## config.mk

```make
export PLATFORM = sky130hd
export DESIGN_NAME = spec_branch_dispatch
export DESIGN_NICKNAME = d
export VERILOG_FILES = /design/src/rtl/sbd_pkg.sv /design/src/rtl/sbd_queue.sv /design/src/rtl/sbd_steer.sv /design/src/rtl/sbd_tags.sv /design/src/rtl/spec_branch_dispatch.sv
export SDC_FILE = /design/constraint.sdc
export NUM_CORES = 1
export LEC_CHECK = 0
export BUFFER_PORTS_ARGS = -buffer_cell sky130_fd_sc_hd__buf_2
export CAP_MARGIN = 20
export CORE_ASPECT_RATIO = 0.7
export CORE_UTILIZATION = 50
export CTS_CLUSTER_SIZE = 24
export DETAILED_ROUTE_END_ITERATION = 10
export PLACE_DENSITY_LB_ADDON = 0.25
export SLEW_MARGIN = 10
export SYNTH_ARGS = -nofsm -noshare
export SYNTH_HDL_FRONTEND = slang
export SYNTH_SLANG_ARGS = --single-unit
```

## constraint.sdc

```tcl
create_clock -name clk -period 16.8 [get_ports clk]
set_input_delay 5.04 -clock clk [delete_from_list [all_inputs] [get_ports clk]]
set_output_delay 5.04 -clock clk [all_outputs]
set_load 0.05 [all_outputs]
```

## src/rtl/sbd_pkg.sv

```systemverilog
package sbd_pkg;
  parameter int PC_W   = 32;
  parameter int DISP_W = 16;

  typedef enum logic [2:0] {
    OP_INT = 3'd0,
    OP_FLT = 3'd1,
    OP_MEM = 3'd2,
    OP_SYS = 3'd3,
    OP_BRU = 3'd4,
    OP_JMP = 3'd5,
    OP_BCC = 3'd6
  } op_kind_e;

  typedef struct packed {
    logic [PC_W-1:0]   pc;
    logic [DISP_W-1:0] disp;
    logic [2:0]        kind;
    logic              hint;
    logic              known;
    logic              outcome;
  } rec_t;
endpackage

```

## src/rtl/sbd_queue.sv

```systemverilog
module sbd_queue
  import sbd_pkg::*;
#(
  parameter int DEPTH = 4
) (
  input  logic clk,
  input  logic rst_n,
  input  logic push,
  input  rec_t push_rec,
  input  logic pop,
  input  logic clear,
  output rec_t head,
  output logic head_valid,
  output logic full
);
  localparam int PW = (DEPTH > 1) ? $clog2(DEPTH) : 1;
  localparam int CW = $clog2(DEPTH + 1);

  rec_t          mem [DEPTH];
  logic [PW-1:0] rd_ptr, wr_ptr;
  logic [CW-1:0] count;

  function automatic logic [PW-1:0] bump(input logic [PW-1:0] p);
    return (p == PW'(DEPTH - 1)) ? '0 : p + 1'b1;
  endfunction

  assign head       = mem[rd_ptr];
  assign head_valid = (count != '0);
  assign full       = (count == CW'(DEPTH));

  always_ff @(posedge clk) begin
    if (!rst_n || clear) begin
      rd_ptr <= '0;
      wr_ptr <= '0;
      count  <= '0;
    end else begin
      if (push) begin
        mem[wr_ptr] <= push_rec;
        wr_ptr      <= bump(wr_ptr);
      end
      if (pop) rd_ptr <= bump(rd_ptr);
      count <= count + CW'(push) - CW'(pop);
    end
  end
endmodule

```

## src/rtl/sbd_steer.sv

```systemverilog
module sbd_steer
  import sbd_pkg::*;
#(
  parameter int PC_STEP = 4
) (
  input  rec_t            head,
  input  logic            head_valid,
  input  logic            guess_open,
  input  logic            flush,
  input  logic            iss_ready,
  input  logic            tag_free,
  output logic            pop,
  output logic            issue_valid,
  output logic            fold_redir,
  output logic [PC_W-1:0] fold_pc,
  output logic            guess_set,
  output logic            guess_taken,
  output logic [PC_W-1:0] other_pc
);
  logic [PC_W-1:0] target, seq_pc;
  logic            back;

  assign target = head.pc + {{(PC_W-DISP_W){head.disp[DISP_W-1]}}, head.disp};
  assign seq_pc = head.pc + PC_W'(PC_STEP);
  assign back   = head.disp[DISP_W-1];
  assign fold_pc = target;

  always_comb begin
    pop         = 1'b0;
    issue_valid = 1'b0;
    fold_redir  = 1'b0;
    guess_set   = 1'b0;
    guess_taken = 1'b0;
    other_pc    = target;
    if (head_valid && !flush) begin
      case (head.kind)
        OP_JMP: begin
          pop        = 1'b1;
          fold_redir = 1'b1;
        end
        OP_BCC: begin
          if (head.known) begin
            pop        = 1'b1;
            fold_redir = head.outcome;
          end else if (!guess_open) begin
            pop         = 1'b1;
            guess_set   = 1'b1;
            guess_taken = back ^ head.hint;
            fold_redir  = back ^ head.hint;
            other_pc    = (back ^ head.hint) ? seq_pc : target;
          end
        end
        OP_BRU: issue_valid = !guess_open && tag_free;
        default: issue_valid = tag_free;
      endcase
      if (issue_valid && iss_ready) pop = 1'b1;
    end
  end
endmodule

```

## src/rtl/sbd_tags.sv

```systemverilog
module sbd_tags #(
  parameter int NTAG = 8,
  localparam int TW = (NTAG > 1) ? $clog2(NTAG) : 1
) (
  input  logic          clk,
  input  logic          rst_n,
  input  logic          alloc,
  input  logic          alloc_spec,
  input  logic          commit,
  input  logic          kill,
  input  logic          wb_valid,
  input  logic [TW-1:0] wb_tag,
  output logic [TW-1:0] next_tag,
  output logic          tag_free,
  output logic          wb_grant
);
  logic [NTAG-1:0] live, spec, live_n, spec_n;
  logic [TW-1:0]   ptr;

  assign next_tag = ptr;
  assign tag_free = !live[ptr];
  assign wb_grant = wb_valid && live[wb_tag] && !spec[wb_tag];

  always_comb begin
    live_n = live;
    spec_n = spec;
    if (commit) spec_n = '0;
    if (kill) begin
      live_n = live & ~spec;
      spec_n = '0;
    end
    if (wb_grant) live_n[wb_tag] = 1'b0;
    if (alloc) begin
      live_n[ptr] = 1'b1;
      spec_n[ptr] = alloc_spec;
    end
  end

  always_ff @(posedge clk) begin
    if (!rst_n) begin
      live <= '0;
      spec <= '0;
      ptr  <= '0;
    end else begin
      live <= live_n;
      spec <= spec_n;
      if (alloc) ptr <= (ptr == TW'(NTAG - 1)) ? '0 : ptr + 1'b1;
    end
  end
endmodule

```

## src/rtl/spec_branch_dispatch.sv

```systemverilog
module spec_branch_dispatch
  import sbd_pkg::*;
#(
  parameter int QDEPTH  = 4,
  parameter int NTAG    = 8,
  parameter int PC_STEP = 4,
  localparam int TAG_W = (NTAG > 1) ? $clog2(NTAG) : 1
) (
  input  logic              clk,
  input  logic              rst_n,
  input  logic              in_valid,
  output logic              in_ready,
  input  logic [PC_W-1:0]   in_pc,
  input  logic [DISP_W-1:0] in_disp,
  input  logic [2:0]        in_kind,
  input  logic              in_hint,
  input  logic              in_known,
  input  logic              in_outcome,
  output logic              iss_valid,
  input  logic              iss_ready,
  output logic [PC_W-1:0]   iss_pc,
  output logic [2:0]        iss_unit,
  output logic [TAG_W-1:0]  iss_tag,
  output logic              iss_spec,
  input  logic              wb_valid,
  input  logic [TAG_W-1:0]  wb_tag,
  output logic              wb_ready,
  input  logic              res_valid,
  input  logic              res_taken,
  output logic              flush,
  output logic              redir_valid,
  output logic [PC_W-1:0]   redir_pc
);
  rec_t            in_rec, head;
  logic            head_valid, q_full, q_pop, q_push;
  logic            open_q, guess_q;
  logic [PC_W-1:0] other_q;
  logic            guess_open, commit;
  logic            fold_redir, guess_set, guess_taken, tag_free;
  logic [PC_W-1:0] fold_pc, other_pc;

  assign in_rec = '{pc: in_pc, disp: in_disp, kind: in_kind,
                    hint: in_hint, known: in_known, outcome: in_outcome};

  assign flush       = res_valid && open_q && (res_taken != guess_q);
  assign commit      = res_valid && open_q && (res_taken == guess_q);
  assign guess_open  = open_q && !res_valid;
  assign redir_valid = flush || fold_redir;
  assign redir_pc    = flush ? other_q : fold_pc;
  assign in_ready    = !q_full;
  assign q_push      = in_valid && !q_full && !redir_valid;

  sbd_queue #(.DEPTH(QDEPTH)) u_queue (
    .clk(clk), .rst_n(rst_n), .push(q_push), .push_rec(in_rec),
    .pop(q_pop), .clear(redir_valid), .head(head),
    .head_valid(head_valid), .full(q_full)
  );

  sbd_steer #(.PC_STEP(PC_STEP)) u_steer (
    .head(head), .head_valid(head_valid), .guess_open(guess_open),
    .flush(flush), .iss_ready(iss_ready), .tag_free(tag_free),
    .pop(q_pop), .issue_valid(iss_valid), .fold_redir(fold_redir),
    .fold_pc(fold_pc), .guess_set(guess_set), .guess_taken(guess_taken),
    .other_pc(other_pc)
  );

  sbd_tags #(.NTAG(NTAG)) u_tags (
    .clk(clk), .rst_n(rst_n), .alloc(iss_valid && iss_ready),
    .alloc_spec(guess_open), .commit(commit), .kill(flush),
    .wb_valid(wb_valid), .wb_tag(wb_tag), .next_tag(iss_tag),
    .tag_free(tag_free), .wb_grant(wb_ready)
  );

  assign iss_pc   = head.pc;
  assign iss_unit = head.kind;
  assign iss_spec = guess_open;

  always_ff @(posedge clk) begin
    if (!rst_n) begin
      open_q  <= 1'b0;
      guess_q <= 1'b0;
      other_q <= '0;
    end else if (guess_set) begin
      open_q  <= 1'b1;
      guess_q <= guess_taken;
      other_q <= other_pc;
    end else if (res_valid) begin
      open_q  <= 1'b0;
    end
  end
endmodule

```

==> summary.txt, run 1 <==
Cells and area
  • Area growth from synthesis to final layout: 14.03%
  • Most frequent standard cell in the layout excluding fill and tap cells: edfxtp_1
  • Most frequent cells in the layout: edfxtp_1 (216), buf_2 (139), nand2_1 (92), nor2_1 (67), dfxtp_1 (60)
  • Antenna diodes: 0
  • Post-route standard cell area excluding fillers: 15380 um^2
  • Share of final-layout standard cells stronger than drive strength 1: 24.49%
  • Total number of nets in the final design: 1274
  • Fill cells: 2081

Detailed routing
  • Violation count after the first detailed-route iteration: 668
  • WL/cell: 20.89 um
  • Detailed-routing iteration count for the pre-antenna-repair pass: 5
  • Post-DR vias/cell: 5.814
  • Vias: 8982
  • Remaining design rule violation count: 0
  • Count of antenna-violating nets left after detailed routing: 0
  • Total detailed-routing wirelength: between 30000 and 40000 um

Place
  • Buffers on Ports: between 100 and 150
  • Placer Congestion: 0.8988
  • Estimated wirelength of the detail-placed design: 22420 um
  • Area after DPL: 14600 um^2

CTS
  • CTS tree: built
  • Clock slew at reported path FFs: 0.06 ns
  • Maximum level of the CTS H-tree: 1
  • Longest Clk Path Bufs: 3
  • Clk sinks: 278
  • TritonCTS buffer count: 27
  • Hold-fix buffer count after cts: 0
  • Number of buffers inserted to repair setup after CTS: 0
  • CTS root buf: clkbuf_16
  • Resized cells post-CTS: 0
  • Clock latency of the later-clocked register in the worst-skew pair: approximately 0.53 ns

Worst setup path
  • Required time worst endpoint: 11.76 ns
  • Maximum fanout count along the critical path: 61
  • Most frequent cell on the critical path: buf_2
  • Number of buffers and inverters on the critical path: 4
  • Endpoint class of the critical path: primary output
  • Data arrival time of the critical path: 6.82 ns
  • Crit-path cells: buf_2 -> xnor2_1 -> nor2_4 -> buf_4 -> nor2_1 -> o211a_1 -> a21oi_2 -> inv_1 -> buf_2
  • Type of origin of the critical path: input port
  • Delay-heaviest family, CP: buffers and inverters
  • Maximum single-stage delay on the critical path: 0.55 ns
  • Cell with the largest stage delay on the worst path: buf_4
  • Type of the setup path with the least slack: input port to primary output

GRT
  • Global-route wire length before repair: 49810 um
  • GRT Overall Usage: 23.76%
  • Largest net degree at the start of global routing: just over 60
  • GRT Residual Overflow: 0
  • Antenna violations before repair: 2
  • Vias in the first global route: 8731

Synthesis
  • Post-synthesis cell area: 13490 um^2
  • YS warnings: 0
  • Async set-reset flop share out of synthesis: 0%
  • Post-synthesis sequential area ratio: between 50% and 60%
  • Mean post-synth cell area: ~13 um^2
  • Number of enable flip-flop cells after synthesis: 216
  • Gate count of the mapped netlist: 1028
  • Syn nets: 1135
  • Total of flip-flops plus latches after synthesis: 278
  • Cell variety after synth: 71
  • Post-synth top flop: edfxtp_1

Floorplan
  • Number of top-level design ports: 140
  • DIE AREA: 27650 um^2
  • Horizontal die dimension: between 150 and 200 um
  • Effective utilization at floorplan: 51.78%
  • Number of cell rows: between 40 and 50
  • Overall die height: 139.4 um
  • Placeable Area: 26060 um^2

Timing
  • Shortest clock period the worst path allows after layout: approximately 12 ns
  • Sum of negative setup slack: 0 ns
  • Top achievable clock speed: 84.30 MHz
  • Clock Skews: 0.01120 ns
  • Max-slew violations: 0
  • Setup violators final: 0
  • Count of final hold-check violations: 0
  • Portion of the clock cycle consumed by the worst path in the final layout: 70.61%
  • Max_slew headroom: 34.22%
  • Worst-margin pin slew: around 0.98 ns
  • Unrepaired setup endpoints after global routing: false

Run status
  • Outcome: finished, final reports clean

Run
  • Number of max-cap violations: 0

Worst hold path
  • Min-Delay Path Class: flip-flop to flip-flop
[through the flow]
| step | setup WS, ns | utilization [%] | hold WS [ns] | std cells |
|---|---|---|---|---|
| after floorplan | 4.638 | - | 0.4196 | 1028 |
| after global placement | 4.977 | 56.04 | 0.4430 | 1495 |
| after detailed placement | 4.915 | 56.04 | 0.4474 | 1495 |
| after CTS | 4.924 | 59.04 | 0.4571 | 1545 |
| after global routing | 4.763 | 59.04 | 0.4740 | 1545 |
| final | 4.937 | 59.04 | 0.4600 | 1545 |
[area by class of cell]
| cell class | instances | area [um^2] | share of cell area, % |
|---|---|---|---|
| tap | 357 | 446.7 | 2.903 |
| sequential | 278 | 7732 | 50.26 |
| inverter | 30 | 112.6 | 0.7319 |
| multi-input combinational | 678 | 5517 | 35.86 |
| timing repair buffer | 152 | 793.3 | 5.156 |
| clock inverter | 13 | 70.07 | 0.4554 |
| clock buffer | 37 | 713.2 | 4.636 |
[metal layers]
metal | global-route usage (%) | vias up | part of all wire (%)
li1 | - | 4228 | -
met4 | 6.895 | 2 | 2.6
met3 | 3.829 | 57 | 6.8
met2 | 35.83 | 298 | 44
met5 | 0 | - | 0.040
met1 | 35.50 | 4397 | 47
[kinds of logic after synthesis]
group	synth area share (%)
DFF	57.28
muxes	12.47
buffers and inverters	2.226
xor gates and xnor gates	3.830
adders and majority gates	4.099
AOI/OAI and AO/OA	9.450
and+or+nand+nor	10.65
[path summary, 6_finish.rpt]
| kind | start | slack (ns) | cells past startpoint | to |
|---|---|---|---|---|
| max | res_taken | 4.94 | 9 | redir_valid |
| max reg2reg | flip-flop | 11.56 | 9 | u_queue.mem[1][32]$_DFFE_PP_ |
| min reg2reg | other_q[6]$_SDFFE_PN0P_ | 0.46 | 2 | other_q[6]$_SDFFE_PN0P_ |
| min | other_q[6]$_SDFFE_PN0P_ | 0.46 | 2 | other_q[6]$_SDFFE_PN0P_ |
[tightest hold or removal path: cells and delay by family (launching register included)]
| kind | cells | cell delay [ns] |
|---|---|---|
| AO/OA/AOI/OAI | 1 | 0.05 |
| flip-flops | 1 | 0.31 |
| AND/OR/NAND/NOR | 1 | 0.05 |
[registers in the layout (all words and copies together) (netlist names), 2 cells and up, named ones only]
| signal | flops |
|---|---|
| other_q | 32 |
| u_queue.count | 3 |
| u_queue.mem | 216 |
| u_queue.rd_ptr | 2 |
| u_queue.wr_ptr | 2 |
| u_tags.live | 8 |
| u_tags.next_tag | 3 |
| u_tags.spec | 8 |
[cell usage after synthesis, types with 3 or more instances]
cell	n	area, um^2
or3_1	6	37.54
o211ai_1	8	60.06
ha_1	41	513.0
and3_1	14	87.58
mux2i_1	14	140.1
o21a_1	8	60.06
mux2_2	21	236.5
a211o_1	3	26.28
xor2_1	22	192.7
o31ai_1	4	30.03
a221o_1	5	50.05
a21oi_1	48	240.2
a22oi_1	3	22.52
nor3_1	7	35.03
a21boi_0	4	30.03
mux4_2	58	1306
nor2_1	72	270.3
o211a_1	5	50.05
buf_2	6	30.03
a221oi_1	6	52.55
nand4_1	12	75.07
dfxtp_1	62	1241
nor3_2	3	30.03
and4_1	6	52.55
clkbuf_1	30	112.6
edfxtp_1	216	6486
nand2b_1	5	31.28
o21bai_1	5	37.54
a31oi_1	7	43.79
a211oi_1	8	60.06
and2_1	10	62.56
xnor2_1	37	324.1
o21ai_0	44	220.2
nor2b_1	11	68.82
inv_1	29	108.9
nand3_1	41	205.2
a21o_1	10	75.07
nand2_1	92	345.3
Power of run 1 is not shown: default switching activity piles up to over one toggle a cycle in this logic, so the estimate is an artifact.
==> run 2, diff against run 1 <==
==> constraint.sdc (replaced) <==
create_clock -name clk -period 11.9 [get_ports clk]
set_input_delay 3.57 -clock clk [delete_from_list [all_inputs] [get_ports clk]]
set_output_delay 3.57 -clock clk [all_outputs]
set_load 0.05 [all_outputs]
==> run 2 against run 1 <==
Against the previous run:
- core utilization increased by 0.37 points
- via count up 0.87%
- cell count decreased by 0.26%
- largest cell class unchanged
==> summary.txt, run 2 (synthesized netlist as in run 1, its figures left out) <==
Floorplan
  • Effective utilization at floorplan: 51.78% (unchanged)
  • Number of top-level design ports: 140 (unchanged)
  • DIE AREA: 27650 um^2 (unchanged)
  • Horizontal die dimension: 198.3 um (unchanged)
  • Overall die height: 139.4 um (unchanged)
  • Placeable Area: 26060 um^2 (unchanged)
  • Number of cell rows: 49 (unchanged)

Worst setup path
  • Required time worst endpoint: 8.33 ns (-3.43 ns)
  • Register-to-register path setup slack: 6.96 ns (-4.60 ns)
  • Number of buffers and inverters on the critical path: 3 (-1)
  • Type of the setup path with the least slack: input port to primary output
  • Endpoint of the lowest-slack register-to-register path: other_q[31]$_SDFFE_PN0P_
  • Most frequent cell on the critical path: buf_2
  • Endpoint class of the critical path: primary output
  • Crit-path cells: buf_2 -> xnor2_1 -> nor2_4 -> buf_4 -> nor2_1 -> o211a_1 -> a211o_1 -> buf_2
  • Cell with the largest stage delay on the worst path: nor2_4
  • Worst-case reg-to-reg path depth: 11 (+2)
  • Type of origin of the critical path: input port
  • Data arrival time of the critical path: 5.66 ns (-1.16 ns)
  • Maximum single-stage delay on the critical path: 0.64 ns (+0.09 ns)
  • Delay-heaviest family, CP: buffers and inverters
  • Maximum fanout count along the critical path: 35 (-43%)

Worst hold path
  • Hold-critical path depth: 2 (unchanged)
  • Startpoint of the worst hold path: other_q[4]$_SDFFE_PN0P_
  • Worst Hold Path EP: other_q[4]$_SDFFE_PN0P_
  • Min-Delay Path Class: flip-flop to flip-flop

CTS
  • TritonCTS buffer count: 26 (-3.7%)
  • Resized cells post-CTS: 0 (unchanged)
  • CTS tree: built
  • CTS root buf: clkbuf_16
  • Number of buffers inserted to repair setup after CTS: 0 (unchanged)
  • Hold-fix buffer count after cts: 0 (unchanged)
  • Clock latency of the later-clocked register in the worst-skew pair: 0.54 ns (about the same)
  • Longest Clk Path Bufs: 3 (unchanged)
  • Clk sinks: 278 (unchanged)
  • Maximum level of the CTS H-tree: 1 (unchanged)
  • Clock slew at reported path FFs: 0.06 ns (about the same)

Place
  • Area after DPL: 14590 um^2 (-0.10%)
  • Placer Congestion: 0.8786 (-2.2%)
  • Estimated wirelength of the detail-placed design: 21940 um (-2.1%)
  • Buffers on Ports: 139 (unchanged)

Run status
  • Outcome: finished, final reports clean

Timing
  • Clock Skews: 0.01433 ns (+0.003133 ns)
  • Portion of the clock cycle consumed by the worst path in the final layout: slightly below 80%
  • Hold WS: 0.4532 ns (-0.006818 ns)
  • Top achievable clock speed: ~110 MHz
  • Shortest clock period the worst path allows after layout: 9.227 ns
  • Max-slew violations: 0 (unchanged)
  • Unrepaired setup endpoints after global routing: false
  • Worst-margin pin slew: 0.8867 ns (-0.09764 ns)
  • Max_slew headroom: 40.60% (+6.4 points)
  • Setup violators final: 0 (unchanged)
  • Sum of negative setup slack: 0 ns (unchanged)
  • Count of final hold-check violations: 0 (unchanged)

Detailed routing
  • Violation count after the first detailed-route iteration: 780 (+17%)
  • Count of antenna-violating nets left after detailed routing: 0 (unchanged)
  • Post-DR vias/cell: 5.879 (+1.1%)
  • Total detailed-routing wirelength: 32360 um (+0.28%)
  • Detailed-routing iteration count for the pre-antenna-repair pass: 5 (unchanged)
  • Remaining design rule violation count: 0 (unchanged)
  • WL/cell: 21.00 um (+0.54%)
  • Vias: 9060 (+0.87%)

GRT
  • GRT Overall Usage: 23.88% (+0.12 points)
  • Largest net degree at the start of global routing: 55 (-11%)
  • Global-route wire length before repair: 50540 um (+1.5%)
  • Antenna violations before repair: 2 (unchanged)
  • Vias in the first global route: 8741 (+0.11%)
  • GRT Residual Overflow: 0 (unchanged)

Cells and area
  • Flip-flop count of the largest register, all copies and words added: 216 (unchanged)
  • Most frequent standard cell in the layout excluding fill and tap cells: edfxtp_1
  • Largest regs: u_queue.mem x216, other_q x32
  • Reg with most FFs: u_queue.mem
  • Total number of nets in the final design: 1271 (-0.24%)
  • Post-route standard cell area excluding fillers: 15480 um^2 (+0.63%)
  • Most frequent cells in the layout: edfxtp_1 (216), buf_2 (139), nand2_1 (92), nor2_1 (67), dfxtp_1 (60)
  • Antenna diodes: 0 (unchanged)
  • Fill cells: 2103 (+1.1%)
  • Share of final-layout standard cells stronger than drive strength 1: 25.00% (+0.51 points)
  • Area growth from synthesis to final layout: 14.75%

Run
  • Number of max-cap violations: 0 (unchanged)
[run 2: cell type report]
cell class	instances	area, um^2	area share, %
Sequential cell	278	7732	49.94
Multi-Input combinational cell	678	5517	35.63
Timing Repair Buffer	150	778.2	5.027
Clock buffer	35	744.5	4.808
Tap cell	357	446.7	2.885
Clock inverter	13	151.4	0.9779
Inverter	30	112.6	0.7273
[run 2: stage by stage]
| step | std cells | setup slack, ns | util [%] |
|---|---|---|---|
| final | 1541 | 2.673 | 59.42 |
| after global routing | 1541 | 2.336 | 59.42 |
| after CTS | 1541 | 2.689 | 59.42 |
| after detailed placement | 1493 | 2.693 | 55.98 |
| after global placement | 1493 | 2.733 | 55.98 |
| after floorplan | 1028 | 2.678 | - |
[run 2: worst max path at each step]
stage | cells after the start | slack [ns] | to | start
5_1_grt | 12 | 2.34 | redir_pc[31] | flip-flop
6_report | 8 | 2.67 | redir_pc[30] | res_taken
3_3_place_gp | 7 | 2.73 | redir_pc[30] | res_taken
4_1_cts | 8 | 2.69 | redir_pc[30] | res_taken
2_1_floorplan | 6 | 2.68 | redir_pc[15] | res_taken
3_5_place_dp | 8 | 2.69 | redir_pc[30] | res_taken
[run 2: tightest hold or removal path, delay by kind of cell, from the launching register on]
family,cells,cell delay (ns)
DFF,1,0.31
and+or+nand+nor,1,0.05
AOI/OAI and AO/OA,1,0.05
[run 2: routing by layer]
metal,routed length [um],vias to the layer above,GRT usage (%),share of wire [%]
li1,-,4212,-,-
met1,15210,4535,35.89,47
met2,14560,278,37.43,45
met3,2120,33,3.393,6.6
met4,459,2,3.917,1.4
met5,10,-,0,0.031
Power of run 2 is left out for the same reason.
